**src/rtl/psel_pkg.sv**
```systemverilog
package psel_pkg;

    typedef enum logic [1:0] {
        PS_AUI_RUN    = 2'd0,
        PS_AUI_SETTLE = 2'd1,
        PS_TP_RUN     = 2'd2,
        PS_TP_SETTLE  = 2'd3
    } psel_state_t;

endpackage

```
**src/rtl/psel_link_filter.sv**
```systemverilog
module psel_link_filter #(
    parameter int DEB_CYC = 64
) (
    input  logic clk,
    input  logic rst_n,
    input  logic raw,
    output logic filt
);
    localparam int DW = $clog2(DEB_CYC + 1);

    logic [DW-1:0] cnt;

    always_ff @(posedge clk or negedge rst_n) begin
        if (!rst_n) begin
            filt <= 1'b0;
            cnt  <= '0;
        end else if (raw == filt) begin
            cnt <= '0;
        end else if (cnt == DW'(DEB_CYC - 1)) begin
            filt <= raw;
            cnt  <= '0;
        end else begin
            cnt <= cnt + DW'(1);
        end
    end

    AST_FILT_FOLLOWS_RAW: assert property (@(posedge clk) disable iff (!rst_n)
        !$stable(filt) |-> (filt == $past(raw)));
    AST_FILT_FULL_RUN: assert property (@(posedge clk) disable iff (!rst_n)
        !$stable(filt) |-> ($past(cnt) == DW'(DEB_CYC - 1)));

endmodule

```
**src/rtl/psel_settle_timer.sv**
```systemverilog
module psel_settle_timer #(
    parameter int SETTLE_CYC = 20000
) (
    input  logic clk,
    input  logic rst_n,
    input  logic load,
    output logic expired
);
    localparam int CW = $clog2(SETTLE_CYC + 1);

    logic [CW-1:0] cnt;

    always_ff @(posedge clk or negedge rst_n) begin
        if (!rst_n)
            cnt <= '0;
        else if (load)
            cnt <= CW'(SETTLE_CYC - 1);
        else if (cnt != '0)
            cnt <= cnt - CW'(1);
    end

    assign expired = (cnt == '0);

    AST_TMR_STEP: assert property (@(posedge clk) disable iff (!rst_n)
        (cnt != '0 && !load) |=> (cnt == $past(cnt) - CW'(1)));

endmodule

```
**src/rtl/media_port_sel.sv**
```systemverilog
module media_port_sel #(
    parameter int SETTLE_CYC = 20000,
    parameter int DEB_CYC    = 64
) (
    input  logic clk,
    input  logic rst_n,
    input  logic standby,
    input  logic auto_sel,
    input  logic port_en_in,
    input  logic link_ok,
    output logic port_en_out,
    output logic port_en_oe,
    output logic tp_sel,
    output logic settling,
    output logic data_ok,
    output logic tp_pulse_en,
    output logic tp_out_standby,
    output logic aui_out_standby
);
    import psel_pkg::*;

    psel_state_t state, state_nx;
    logic        link_filt;
    logic        want_tp;
    logic        tmr_load;
    logic        tmr_expired;

    psel_link_filter #(.DEB_CYC(DEB_CYC)) u_filt (
        .clk  (clk),
        .rst_n(rst_n),
        .raw  (link_ok),
        .filt (link_filt)
    );

    psel_settle_timer #(.SETTLE_CYC(SETTLE_CYC)) u_tmr (
        .clk    (clk),
        .rst_n  (rst_n),
        .load   (tmr_load),
        .expired(tmr_expired)
    );

    assign want_tp = auto_sel ? link_filt : port_en_in;

    // next state
    always_comb begin
        state_nx = state;
        tmr_load = 1'b0;
        unique case (state)
            PS_AUI_RUN: begin
                if (!standby && want_tp) begin
                    state_nx = PS_TP_SETTLE;
                    tmr_load = 1'b1;
                end
            end
            PS_AUI_SETTLE: begin
                if (!standby && want_tp) begin
                    state_nx = PS_TP_SETTLE;
                    tmr_load = 1'b1;
                end else if (tmr_expired) begin
                    state_nx = PS_AUI_RUN;
                end
            end
            PS_TP_RUN: begin
                if (!standby && !want_tp) begin
                    state_nx = PS_AUI_SETTLE;
                    tmr_load = 1'b1;
                end
            end
            PS_TP_SETTLE: begin
                if (!standby && !want_tp) begin
                    state_nx = PS_AUI_SETTLE;
                    tmr_load = 1'b1;
                end else if (tmr_expired) begin
                    state_nx = PS_TP_RUN;
                end
            end
            default: state_nx = PS_AUI_RUN;
        endcase
    end

    // state register
    always_ff @(posedge clk or negedge rst_n) begin
        if (!rst_n)
            state <= PS_AUI_RUN;
        else
            state <= state_nx;
    end

    // outputs
    always_comb begin
        tp_sel          = (state == PS_TP_RUN) || (state == PS_TP_SETTLE);
        settling        = (state == PS_AUI_SETTLE) || (state == PS_TP_SETTLE);
        data_ok         = !settling;
        port_en_oe      = auto_sel && !standby;
        port_en_out     = tp_sel;
        tp_pulse_en     = tp_sel || auto_sel;
        tp_out_standby  = !tp_sel && !auto_sel;
        aui_out_standby = tp_sel;
    end

    AST_SWITCH_OPENS_WINDOW: assert property (@(posedge clk) disable iff (!rst_n)
        !$stable(tp_sel) |-> settling);
    AST_STANDBY_FREEZE: assert property (@(posedge clk) disable iff (!rst_n)
        $past(standby) |-> $stable(tp_sel));
    AST_MANUAL_FOLLOWS_PIN: assert property (@(posedge clk) disable iff (!rst_n)
        ($past(!auto_sel && !standby) && !$stable(tp_sel)) |-> (tp_sel == $past(port_en_in)));

endmodule

```
**config.mk**
```make
export PLATFORM = sky130hd
export DESIGN_NAME = media_port_sel
export DESIGN_NICKNAME = d
export VERILOG_FILES = /design/src/rtl/psel_pkg.sv /design/src/rtl/psel_link_filter.sv /design/src/rtl/psel_settle_timer.sv /design/src/rtl/media_port_sel.sv
export SDC_FILE = /design/constraint.sdc
export NUM_CORES = 1
export LEC_CHECK = 0
export ABC_AREA = 0
export BUFFER_PORTS_ARGS = -buffer_cell sky130_fd_sc_hd__buf_2
export CAP_MARGIN = 20
export CORE_ASPECT_RATIO = 1.75
export CORE_MARGIN = 2
export CORE_UTILIZATION = 57
export DETAILED_ROUTE_END_ITERATION = 8
export PLACE_DENSITY = 0.78
export SLEW_MARGIN = 20
export SYNTH_ARGS = -nofsm -noshare
export SYNTH_HDL_FRONTEND = slang
export SYNTH_HIERARCHICAL = 1
export SYNTH_SLANG_ARGS = --single-unit
```
**constraint.sdc**
```tcl
create_clock -name clk -period 2.4 [get_ports clk]
set_input_delay 0.48 -clock clk [delete_from_list [all_inputs] [get_ports clk]]
set_output_delay 0.48 -clock clk [all_outputs]
set_load 0.01 [all_outputs]
```
# After elaboration in Yosys (flattened, before gate mapping)
# Cells that the tools add are included.
dict set report totals {
  out_inout_bits 8
  regBits 25
}
dict set report op_classes {
  mux 15
  addsub 2
  n_bitwise 1
  eq_ne 9
  n_reduce_logical 20
}
# op count
set op_table {}
lappend op_table {{$mux 15} 2}
lappend op_table {{$logic_not 15->1} 1}
lappend op_table {{$reduce_bool 15->1} 1}
lappend op_table {{$sub 15x1->15 const B} 1}
lappend op_table {{$mux 7} 2}
lappend op_table {{$mux 2} 6}
lappend op_table {{$pmux 2 s4} 1}
lappend op_table {{$add 7x1->7 const B} 1}
lappend op_table {{$eq 7x6->1 const B} 1}
lappend op_table {{$ne 3x3->1 const B} 2}
lappend op_table {{$logic_not 1->1} 5}
lappend op_table {{$eq 2x2->1 const B} 2}
lappend op_table {{$logic_and 1x1->1} 4}
lappend op_table {{$ne 2x2->1 const B} 2}
lappend op_table {{$reduce_and 4->1} 1}
lappend op_table {{$reduce_or 2->1} 2}
lappend op_table {{$logic_or 1x1->1} 3}
lappend op_table {{$mux 1} 3}
lappend op_table {{$eq 2x1->1 const B} 1}
lappend op_table {{$logic_not 2->1} 1}
lappend op_table {{$pmux 1 s2} 1}
lappend op_table {{$reduce_and 2->1} 1}
lappend op_table {{$reduce_bool 2->1} 1}
lappend op_table {{$eq 1x1->1} 1}
lappend op_table {{$not 1->1} 1}

# Logic depth before layout (Yosys ltp)
# Gate-level depths: netlist of run 1.
dict set report logic_depth {
  ltp_word 6
  ltp_mapped 7
  depth_no_buf 6
}

# By module
# Netlist of run 1, hierarchy kept.
# mod area_each_um2 n_inst seq_area_each_um2 cells_each
set modules_own_cells {}
lappend modules_own_cells {psel_settle_timer 805.8 1 375.4 83}
lappend modules_own_cells {psel_link_filter 360.3 1 200.2 33}
lappend modules_own_cells {media_port_sel 135.1 1 50.0 16}

# Least setup slack after synthesis of run 1
# Ideal clock, no wire load.
dict set report synth_timing {
  path_kind {reg-to-reg}
  startpoint {reg u_tmr.cnt[0]}
  endpoint {reg u_tmr.cnt[1]}
  path_buffers 1
  period_less_slack_ns 1.935
  path_stages_with_launch 8
  slack_ns 0.465
  setup_ns 0.124
  arrival_ns 1.811
  cell_sequence {dfrtp_1 -> inv_1 -> ha_1 -> or3b_1 -> buf_2 -> nor4_4 -> mux2i_1 -> or2_1}
}
dict set report synth_between {
  elab_chain_cells 3
  word_cells_on_any_way 5
}
# item line
set synth_rtl {}
lappend synth_rtl {{start, declared} psel_settle_timer.sv:11} ;# logic [CW-1:0] cnt;
lappend synth_rtl {{start signal, assigned} psel_settle_timer.sv:17} ;# cnt <= CW'(SETTLE_CYC - 1);
lappend synth_rtl {{start signal, assigned} psel_settle_timer.sv:19} ;# cnt <= cnt - CW'(1);
lappend synth_rtl {{$sub 15x1->15} psel_settle_timer.sv:19}
lappend synth_rtl {{$mux 15} psel_settle_timer.sv:18} ;# else if (cnt != '0)
lappend synth_rtl {{$mux 15} psel_settle_timer.sv:16} ;# else if (load)
# Parallel ways exist; a longest one is shown, timed or not. The select of a mux whose other input is x is not followed.
# A chain may end at the register's enable or synchronous reset.

# Worst setup path in the final report of run 1
# Same ends and word-level chain as after synthesis.

==> results of run 1 <==
-- path summary, 6_finish.rpt --
kind                       slack (ns)                        to  depth (start not counted)
max in group asynchronous        1.90  u_tmr/cnt[1]$_DFFE_PN0P_                          1
min in group clk                 0.38      state[0]$_DFFE_PN0P_                          2
min reg2reg                      0.51   u_filt/cnt[0]$_DFF_PN0_                          1
max reg2reg                      0.27  u_tmr/cnt[1]$_DFFE_PN0P_                          6
max                              0.27  u_tmr/cnt[1]$_DFFE_PN0P_                          6
min                              0.13  u_tmr/cnt[6]$_DFFE_PN0P_                          1
-- synthesized netlist by cell type --
| cell | count |
|---|---|
| xor2_1 | 3 |
| or4_1 | 4 |
| o22ai_1 | 1 |
| a21oi_1 | 10 |
| a211o_1 | 2 |
| nand3b_1 | 1 |
| mux2i_1 | 3 |
| buf_2 | 2 |
| or3_1 | 4 |
| nor3_1 | 4 |
| inv_1 | 7 |
| buf_4 | 2 |
| nand2_1 | 5 |
| o31ai_1 | 3 |
| nor2_1 | 12 |
| or3_2 | 2 |
| or2_2 | 3 |
| nor3b_1 | 1 |
| nand3_2 | 1 |
| o21ai_0 | 6 |
| mux2_2 | 3 |
| nand2b_1 | 2 |
| a21o_1 | 1 |
| dfrtp_1 | 25 |
| o31a_2 | 1 |
| nor2b_1 | 3 |
| nor4_1 | 3 |
| nor4_4 | 1 |
| o211a_1 | 1 |
| or2_1 | 1 |
| or3b_1 | 1 |
| xnor2_1 | 4 |
| nand3_1 | 5 |
| ha_1 | 2 |
| clkbuf_1 | 3 |
-- logic make-up after synthesis --
kind of cell / count (synthesis) / share of synthesized area
AOI/OAI and AO/OA: 25 / 0.118
and+or+nand+nor: 53 / 0.238
DFF: 25 / 0.481
buffers and inverters: 14 / 0.0481
adders and majority gates: 2 / 0.0192
xor gates and xnor gates: 7 / 0.0471
muxes: 6 / 0.0490
-- registers in the layout, summed over array words and instances, names as in the netlist --
| name | count |
|---|---|
| u_filt/cnt | 7 |
| u_filt/filt | 1 |
| u_tmr/cnt | 15 |
| state | 2 |
-- metrics by stage --
| stage | cell area (sq um) | total power [W] | cells | hold WS (ns) |
|---|---|---|---|---|
| 6_report | 1420 | 0.000874 | 170 | 0.128 |
| 3_5_place_dp | 1390 | 0.000693 | 166 | 0.496 |
| 3_3_place_gp | 1390 | 0.000681 | 166 | 0.480 |
| 2_1_floorplan | 1300 | 0.000627 | 132 | 0.184 |
| 4_1_cts | 1420 | 0.000886 | 170 | 0.139 |
| 5_1_grt | 1420 | 0.000936 | 170 | 0.148 |
-- critical path, delay by kind of cell, from the launching register on --
| kind | cells | cell delay (ns) |
|---|---|---|
| adders and majority gates | 1 | 0.18 |
| buffers and inverters | 1 | 0.10 |
| DFF | 1 | 0.42 |
| muxes | 1 | 0.12 |
| and+or+nand+nor | 3 | 1.19 |
-- per-layer routing --
| metal | track usage | vias up | wire length [microns] | part of all wire |
|---|---|---|---|---|
| li1 | - | 487 | - | - |
| met1 | 0.230 | 483 | 906 | 0.37 |
| met2 | 0.403 | 11 | 1450 | 0.59 |
| met3 | 0.0197 | 4 | 36 | 0.015 |
| met4 | 0.108 | 0 | 46 | 0.019 |
| met5 | 0 | - | 0 | 0 |
-- cells in the final DEF (no fill, tap or decap), drive strengths merged, types with 3 or more instances in the layout --
| cell type | synthesis | layout |
|---|---|---|
| a21oi | 10 | 10 |
| buf | 4 | 17 |
| clkbuf | 3 | 3 |
| dfrtp | 25 | 25 |
| inv | 7 | 7 |
| mux2 | 3 | 3 |
| mux2i | 3 | 3 |
| nand2 | 5 | 5 |
| nand3 | 6 | 6 |
| nor2 | 12 | 12 |
| nor2b | 3 | 3 |
| nor3 | 4 | 4 |
| nor4 | 4 | 4 |
| o21ai | 6 | 6 |
| o31ai | 3 | 3 |
| or2 | 4 | 4 |
| or3 | 6 | 6 |
| or4 | 4 | 4 |
| xnor2 | 4 | 4 |
| xor2 | 3 | 3 |
-- report_power, final --
| part | leakage (nW) | switching [W] | total, W | internal [W] |
|---|---|---|---|---|
| Combinational | 0.297 | 0.0000944 | 0.000173 | 0.0000790 |
| Clock | 0.0139 | 0.000126 | 0.000189 | 0.0000635 |
| Sequential | 0.302 | 0.0000484 | 0.000511 | 0.000462 |
-- layout make-up --
cell class,count,area [sq um]
flip-flops and latches,25,626
well taps,24,30.0
clock buffers,3,22.5
inverters,7,26.3
repair buffers,17,95.1
fillers,164,699
multi-input cells,93,613
clock inverters,1,7.51
==> flow_summary.json, run 1 <==
{
  "clk_pin_slew_ns": 0.14,
  "insertion_delay_ns": 0.31,
  "pre_cts_slack_ns": 0.294,
  "hold_violations": 0,
  "hold_buffers": 0,
  "tightest_slew_ns": 0.551,
  "min_period_over_period": 0.887,
  "grt_pass1_wl_microns": 4050,
  "ctsResizeCount": 0,
  "post_route_cells_drive_above_1_share": 0.219,
  "io_buffers": 13,
  "crit_type": "flip-flop to flip-flop",
  "numCtsBuffers": 3,
  "initialDrtViolationCount": 17,
  "wl_microns": 2440,
  "dp.final_hpwl_microns": 1900,
  "seq_area_frac_synth": 0.481,
  "core_sq_um": 2120,
  "p_leak_nw": 0.613,
  "grt-ovfl-total": 0,
  "viasPerCell": 5.79,
  "worstPathCellList": "inv_1, ha_1, or3b_1, nor4_4, mux2i_1, or2_1",
  "drv_slew": 0,
  "worstReg2RegStart": "u_tmr/cnt[0]$_DFFE_PN0P_",
  "post-cts-setup-buffers": 0,
  "cts_root_buffer": "clkbuf_4",
  "area_growth_pct": 9.13,
  "hold_class": "primary input to asynchronous set/reset pin",
  "grt_setup_unrepaired": "false",
  "diodes": 0,
  "slowest_delay_ns": 0.51,
  "cts.sinks": 25,
  "synth-seq-cells": 25,
  "fmax_mhz": 470,
  "required_ns": 2.61,
  "finalSetupViolations": 0,
  "yosysWarnings": 6,
  "die_y_microns": 67.2,
  "cts_buffer_depth": 2,
  "grt_usage": 0.220,
  "maxCapViolations": 0,
  "antenna_found_initial": 0,
  "synth_area_sq_um": 1300,
  "startpoint_type": "flip-flop",
  "peakVddDrop_mv": 0.503,
  "fin_util": 0.670,
  "cp_data_arrival_time_ns": 2.34,
  "initial_core_util": 0.614,
  "cp_slowest_cell": "nor4_4",
  "grt_max_degree": 26,
  "num_vias": 985,
  "yosysTopAreaCellShare": 0.481,
  "drc": 0,
  "nNetsFinal": 155,
  "io_pins": 14,
  "synth_top_area_cell": "dfrtp_1",
  "relSlewSlack": 0.632,
  "period_minus_slack_ns": 2.13,
  "yosys-top-cells-area": "dfrtp_1, a21oi_1, nor2_1, xnor2_1, mux2_2",
  "htreeDepth": 1,
  "die-area_sq_um": 2700,
  "rows": 22,
  "synth_nets": 140,
  "grt_pass1_vias": 978,
  "cp-startpoint": "u_tmr/cnt[0]$_DFFE_PN0P_",
  "syn_area_per_cell_sq_um": 9.86,
  "gp_congestion": 0.802,
  "yosysUniqueCellTypes": 35,
  "wl_per_cell_microns": 14.3,
  "cts_tree": "done",
  "outcome": "finished clean",
  "dr.pass1.iters": 4,
  "tns_ns": 0,
  "fin_skew_ns": 0.00675,
  "endpoint_kind": "flip-flop",
  "die-width_microns": 40.1,
  "cp_max_fo": 7,
  "antenna_left": 0,
  "power_density_nw_per_um2": 615,
  "layout_setup_ws_ns": 0.271,
  "synth_cells": 132
}
Note: power is estimated with default switching activity, not from simulation.
==> run 2, diff against run 1 <==
--- a/config.mk
+++ b/config.mk
@@ -12,9 +12,8 @@
 export CORE_MARGIN = 2
 export CORE_UTILIZATION = 57
 export DETAILED_ROUTE_END_ITERATION = 8
-export PLACE_DENSITY = 0.78
+export PLACE_DENSITY = 0.77
 export SLEW_MARGIN = 20
 export SYNTH_ARGS = -nofsm -noshare
 export SYNTH_HDL_FRONTEND = slang
-export SYNTH_HIERARCHICAL = 1
 export SYNTH_SLANG_ARGS = --single-unit
==> run 2 against run 1 <==
Effect of this change:
- critical path depth is the same
- largest cell class is now multi-input combinational cells
- count of clock-buffer cells in the layout is the same
- maximum frequency grew 11%
- critical path type unchanged
- critical endpoint is now u_tmr.cnt[9]$_DFFE_PN0P_
- sequential share of layout area shrank 1.9 points
- highest routed layer unchanged
- final cell count grew 4.7%
- worst setup slack gained 0.22 ns
- sequential power grew 3%
==> flow_summary.json, run 2 <==
{
  "outcome": "finished clean",
  "hold_buffers": 0,
  "fmax_mhz": 523,
  "post_route_cells_drive_above_1_share": 0.190,
  "nNetsFinal": 162,
  "cp_data_arrival_time_ns": 2.06,
  "yosys-top-cells-area": "dfrtp_1, nor2_1, mux2i_1, nand3_1, or3_1",
  "synth_flop_cell": "dfrtp_1",
  "final_common_cell": "dfrtp_1",
  "synth_top_area_cell": "dfrtp_1",
  "clk_pin_slew_ns": 0.08,
  "drc": 0,
  "numCtsBuffers": 3,
  "grt_pass1_vias": 1117,
  "dp.final_hpwl_microns": 2100,
  "seq_area_frac_synth": 0.458,
  "gp_congestion": 0.903,
  "synthArstFlopShare": 1.00,
  "grt_setup_unrepaired": "false",
  "internal_power_w": 0.000643,
  "top_register": "u_tmr.cnt",
  "synth_cells": 140,
  "largest_reg_flops": 15,
  "tightest_slew_ns": 0.607,
  "io_pins": 14,
  "p_sw_frac": 0.299,
  "insertion_delay_ns": 0.27,
  "seq_area_sq_um": 626,
  "cp_max_fo": 14,
  "core_sq_um": 2270,
  "filler_cell_count": 191,
  "multiInputGateArea_sq_um": 677,
  "initial_core_util": 0.601,
  "synth-edff-count": 0,
  "synth-seq-cells": 25,
  "p_comb_frac": 0.161,
  "yosysWarnings": 0,
  "syn_area_per_cell_sq_um": 9.76,
  "io_buffers": 13,
  "p_leak_nw": 0.638,
  "hold_class": "primary input to asynchronous set/reset pin",
  "endpoint_kind": "flip-flop",
  "required_ns": 2.55,
  "grt-ovfl-total": 0,
  "cts_root_buffer": "clkbuf_8",
  "htreeDepth": 1,
  "cts_tree": "done",
  "relSlewSlack": 0.592,
  "power_density_nw_per_um2": 619,
  "maxCapViolations": 0,
  "diodes": 0,
  "yosysUniqueCellTypes": 41,
  "synth_nets": 148,
  "yosysTopAreaCellShare": 0.458,
  "fin_skew_ns": 0.00223,
  "startpoint_type": "flip-flop",
  "antenna_found_initial": 0,
  "fin_total_pwr_w": 0.000917,
  "area_growth_pct": 8.52,
  "yosysMostFrequentCell": "dfrtp_1",
  "cts_buffer_depth": 2,
  "pwr-share-clk": 0.266,
  "wl_microns": 2790,
  "dr.pass1.iters": 4,
  "num_vias": 1084,
  "grt_max_degree": 26,
  "initialDrtViolationCount": 38,
  "antenna_left": 0,
  "hold_violations": 0,
  "grt_usage": 0.247,
  "viasPerCell": 6.09,
  "min_period_over_period": 0.797,
  "cts.sinks": 25,
  "post-cts-setup-buffers": 0,
  "die-area_sq_um": 2820,
  "die_y_microns": 68.8,
  "crit_type": "flip-flop to flip-flop",
  "synth_area_sq_um": 1370,
  "design_area_sq_um": 1480,
  "tns_ns": 0,
  "place_area_sq_um": 1440,
  "period_minus_slack_ns": 1.91,
  "switching_power_w": 0.000275,
  "mostFrequentLayoutCells": "dfrtp_1, nor2_1, buf_2",
  "synth_common_cells": "dfrtp_1, nor2_1, nand3_1",
  "seqPwrFrac": 0.573,
  "drv_slew": 0,
  "grt_pass1_wl_microns": 4660,
  "finalSetupViolations": 0,
  "die-width_microns": 41.0,
  "ctsResizeCount": 0,
  "rows": 23,
  "reg.largest.list": "u_tmr.cnt (15), u_filt.cnt (7), state (2)",
  "wl_per_cell_microns": 15.7,
  "peakVddDrop_mv": 0.427
}
## run 2: path summary, 6_finish.rpt
path | startpoint | to | slack, ns | cells after the start
max | u_tmr.cnt[0]$_DFFE_PN0P_ | u_tmr.cnt[9]$_DFFE_PN0P_ | 0.49 | 6
min reg2reg | u_filt.cnt[0]$_DFF_PN0_ | u_filt.cnt[0]$_DFF_PN0_ | 0.47 | 1
max reg2reg | u_tmr.cnt[0]$_DFFE_PN0P_ | u_tmr.cnt[9]$_DFFE_PN0P_ | 0.49 | 6
min in group clk | standby | state[1]$_DFFE_PN0P_ | 0.45 | 2
min | rst_n | u_filt.filt$_DFFE_PN0P_ | 0.18 | 1
max in group asynchronous | rst_n | u_tmr.cnt[8]$_DFFE_PN0P_ | 1.87 | 1
## run 2: kinds of logic (layout without fill, tap and decap cells)
group / Yosys count / after routing / share of synthesized area
mux: 7 / 7 / 0.0531
xor+xnor: 6 / 6 / 0.0385
compound gates: 20 / 20 / 0.0833
buf+inv: 13 / 26 / 0.0467
simple gates: 67 / 67 / 0.302
flops: 25 / 25 / 0.458
fa+ha+maj: 2 / 2 / 0.0183
## run 2: power by group through the flow
stage                     combinational (W)  sequential (W)  clock (W)
after floorplan                    0.000109        0.000515          0
after global placement             0.000143        0.000526          0
after detailed placement           0.000148        0.000532          0
after CTS                          0.000149        0.000524   0.000252
after global routing               0.000169        0.000533   0.000270
final                              0.000148        0.000526   0.000244
## run 2: routing by layer
metal  vias up  share of wire  track usage
li1        524              -            -
met1       535           0.37        0.238
met2        17           0.58        0.451
met3         8          0.020       0.0417
met4         0          0.027        0.138
met5         -              0            0
## run 2: final cells by class
| class | instances | area share |
|---|---|---|
| repair buffers | 14 | 0.0489 |
| multi-input cells | 102 | 0.457 |
| inverters | 8 | 0.0203 |
| clock inverters | 1 | 0.00338 |
| well taps | 25 | 0.0211 |
| clock buffers | 3 | 0.0278 |
| flip-flops and latches | 25 | 0.422 |
## run 2: critical path: stages, from the launching register on
cell and delay, ns:
dfrtp_1 0.41, inv_1 0.08, ha_1 0.19, nor4b_2 0.31
and4_4 0.38, nor3_1 0.07, or3b_1 0.36
## run 2: stage by stage
stage / setup slack [ns] / cells / hold WS, ns / utilization
2_1_floorplan: 0.723 / 140 / 0.184 / -
3_3_place_gp: 0.568 / 174 / 0.459 / 0.632
3_5_place_dp: 0.510 / 174 / 0.468 / 0.632
4_1_cts: 0.507 / 178 / 0.200 / 0.652
5_1_grt: 0.401 / 178 / 0.233 / 0.652
6_report: 0.488 / 178 / 0.177 / 0.652
==> run 3, diff against run 2 <==
--- a/config.mk
+++ b/config.mk
@@ -5,14 +5,14 @@
 export SDC_FILE = /design/constraint.sdc
 export NUM_CORES = 1
 export LEC_CHECK = 0
-export ABC_AREA = 0
+export ABC_AREA = 1
 export BUFFER_PORTS_ARGS = -buffer_cell sky130_fd_sc_hd__buf_2
 export CAP_MARGIN = 20
 export CORE_ASPECT_RATIO = 1.75
 export CORE_MARGIN = 2
-export CORE_UTILIZATION = 57
+export CORE_UTILIZATION = 52
 export DETAILED_ROUTE_END_ITERATION = 8
-export PLACE_DENSITY = 0.77
+export PLACE_DENSITY = 0.74
 export SLEW_MARGIN = 20
 export SYNTH_ARGS = -nofsm -noshare
 export SYNTH_HDL_FRONTEND = slang
==> constraint.sdc (replaced) <==
create_clock -name clk -period 1.7 [get_ports clk]
set_input_delay 0.34 -clock clk [delete_from_list [all_inputs] [get_ports clk]]
set_output_delay 0.34 -clock clk [all_outputs]
set_load 0.01 [all_outputs]
==> run 3 against run 2 <==
Effect of this change:
- sequential power is 25% higher
- first-iteration DRC count is 34% lower
- highest routed layer unchanged
- critical path depth grew 1
==> flow_summary.json, run 3 <==
{
  "dr.pass1.iters": 4,
  "syn_area_per_cell_sq_um": 7.49,
  "cts.sinks": 25,
  "worstPathCellList": "inv_1, ha_1, nand3_2, inv_2, nand3_4, nand2_1, nand3_1",
  "wl_per_cell_microns": 12.8,
  "die-width_microns": 43.3,
  "yosysWarnings": 0,
  "clk_pin_slew_ns": 0.09,
  "post_route_cells_drive_above_1_share": 0.171,
  "cp_data_arrival_time_ns": 1.71,
  "initial_core_util": 0.536,
  "synth_common_cells": "nand2_1, nor2_1, inv_1",
  "power_density_nw_per_um2": 784,
  "diodes": 0,
  "top_register": "u_tmr.cnt",
  "yosys-top-cells-area": "dfrtp_1, nand2_1, nor2_1, inv_1, nand3_1",
  "synth_flop_cell": "dfrtp_1",
  "drc": 0,
  "viasPerCell": 5.29,
  "grt_max_degree": 26,
  "synth_cells": 188,
  "grt_pass1_vias": 1254,
  "startpoint_type": "flip-flop",
  "relSlewSlack": 0.625,
  "die-area_sq_um": 3160,
  "worst-path-buf-inv": 2,
  "place_area_sq_um": 1470,
  "multiInputGateArea_sq_um": 651,
  "filler_cell_count": 247,
  "dp.final_hpwl_microns": 2170,
  "synth_area_sq_um": 1410,
  "fin_skew_ns": 0.00616,
  "antenna_found_initial": 0,
  "fmax_mhz": 641,
  "outcome": "finished clean",
  "wl_microns": 2880,
  "nNetsFinal": 208,
  "cts_buffer_depth": 2,
  "area_growth_pct": 8.36,
  "tightest_slew_ns": 0.562,
  "final_common_cell": "nand2_1",
  "initialDrtViolationCount": 25,
  "synth-seq-cells": 25,
  "grt-ovfl-total": 0,
  "design_area_sq_um": 1530,
  "synthArstFlopShare": 1.00,
  "cp_max_fo": 12,
  "synth_top_area_cell": "dfrtp_1",
  "numCtsBuffers": 3,
  "gp_congestion": 0.899,
  "finalSetupViolations": 0,
  "yosysMostFrequentCell": "nand2_1",
  "fin_util": 0.580,
  "required_ns": 1.85,
  "largest_reg_flops": 15,
  "seq_area_frac_synth": 0.444,
  "num_vias": 1196,
  "yosysTopAreaCellShare": 0.444,
  "p_leak_nw": 0.756,
  "htreeDepth": 1,
  "io_pins": 14,
  "tns_ns": 0,
  "mostFrequentLayoutCells": "nand2_1, nor2_1, inv_1",
  "synth-edff-count": 0,
  "peakVddDrop_mv": 0.552,
  "yosysUniqueCellTypes": 24,
  "antenna_left": 0,
  "period_minus_slack_ns": 1.56,
  "reg.largest.list": "u_tmr.cnt (15), u_filt.cnt (7), state (2)",
  "drv_slew": 0,
  "rows": 25,
  "path_delay_family": "simple AND/OR/NAND/NOR gates",
  "min_period_over_period": 0.918,
  "grt_setup_unrepaired": "false",
  "die_y_microns": 72.8,
  "pre_cts_slack_ns": 0.0695,
  "grt_usage": 0.210,
  "cts_root_buffer": "clkbuf_8",
  "cp_slowest_cell": "dfrtp_1",
  "hold_class": "primary input to asynchronous set/reset pin",
  "seq_area_sq_um": 626,
  "core_sq_um": 2630,
  "layout_setup_ws_ns": 0.139,
  "endpoint_kind": "flip-flop",
  "slowest_delay_ns": 0.41,
  "maxCapViolations": 0,
  "hold_violations": 0,
  "insertion_delay_ns": 0.28,
  "io_buffers": 13,
  "cts_tree": "done",
  "synth_nets": 196,
  "grt_pass1_wl_microns": 4990,
  "crit_type": "flip-flop to flip-flop"
}
==> run 3: worst register-to-register path, stage by stage (launching register included) <==
cell,delay [ns]
dfrtp_1,0.41
inv_1,0.10
ha_1,0.22
nand3_2,0.16
inv_2,0.16
nand3_4,0.19
nand2_1,0.12
nand3_1,0.08
==> run 3: cell type report <==
| cell class | instances | share of cell area |
|---|---|---|
| multi-input cells | 129 | 0.427 |
| flip-flops and latches | 25 | 0.410 |
| inverters | 28 | 0.0689 |
| repair buffers | 13 | 0.0427 |
| clock buffers | 4 | 0.0295 |
| well taps | 27 | 0.0221 |
==> run 3: per-stage QoR <==
stage	total power [W]	hold slack (ns)	instances
final	0.00120	0.0405	226
after global routing	0.00125	0.100	226
after CTS	0.00120	0.0685	226
after detailed placement	0.000843	0.365	222
after global placement	0.000833	0.361	222
after floorplan	0.000792	0.0444	188
==> run 3: path summary, 6_finish.rpt <==
check                           depth (start not counted)                     start  slack [ns]                       end
worst min register to register                          1   u_filt.cnt[0]$_DFF_PN0_        0.46   u_filt.cnt[0]$_DFF_PN0_
worst min-delay path                                    1                     rst_n        0.04  u_tmr.cnt[2]$_DFFE_PN0P_
max in group asynchronous                               1                     rst_n        1.28  u_tmr.cnt[8]$_DFFE_PN0P_
worst max-delay path                                    7  u_tmr.cnt[0]$_DFFE_PN0P_        0.14  u_tmr.cnt[0]$_DFFE_PN0P_
worst max register to register                          7  u_tmr.cnt[0]$_DFFE_PN0P_        0.14  u_tmr.cnt[0]$_DFFE_PN0P_
min in group clk                                        3                   link_ok        0.30   u_filt.filt$_DFFE_PN0P_
==> run 3: kinds of logic (layout without fill, tap and decap cells) <==
kind of cell | after synthesis | count (layout) | synth area share
XOR/XNOR | 4 | 4 | 0.0249
flip-flops | 25 | 25 | 0.444
AND/OR/NAND/NOR | 114 | 114 | 0.379
buffers and inverters | 34 | 45 | 0.102
AO/OA/AOI/OAI | 9 | 9 | 0.0320
adder cells (fa/ha/maj) | 2 | 2 | 0.0178
==> run 3: repair_timing <==
item	in CTS	in global routing
hold endpoints to repair	0	0
hold buffers	0	0
setup endpoints to repair	0	15
gates resized for setup	0	3
setup buffers	0	0
==> run 3: where the power goes <==
| group | total (W) | switching [W] | internal [W] |
|---|---|---|---|
| logic | 0.000175 | 0.000112 | 0.0000631 |
| registers | 0.000657 | 0.0000295 | 0.000628 |
| clock network | 0.000363 | 0.000194 | 0.000168 |
==> run 3: routing by layer <==
| metal | up-vias | global-route usage | wire, microns |
|---|---|---|---|
| met3 | 7 | 0.0297 | 67 |
| met4 | 0 | 0.104 | 63 |
| met5 | - | 0 | 0 |
| li1 | 600 | - | - |
| met1 | 567 | 0.206 | 1110 |
| met2 | 22 | 0.405 | 1640 |
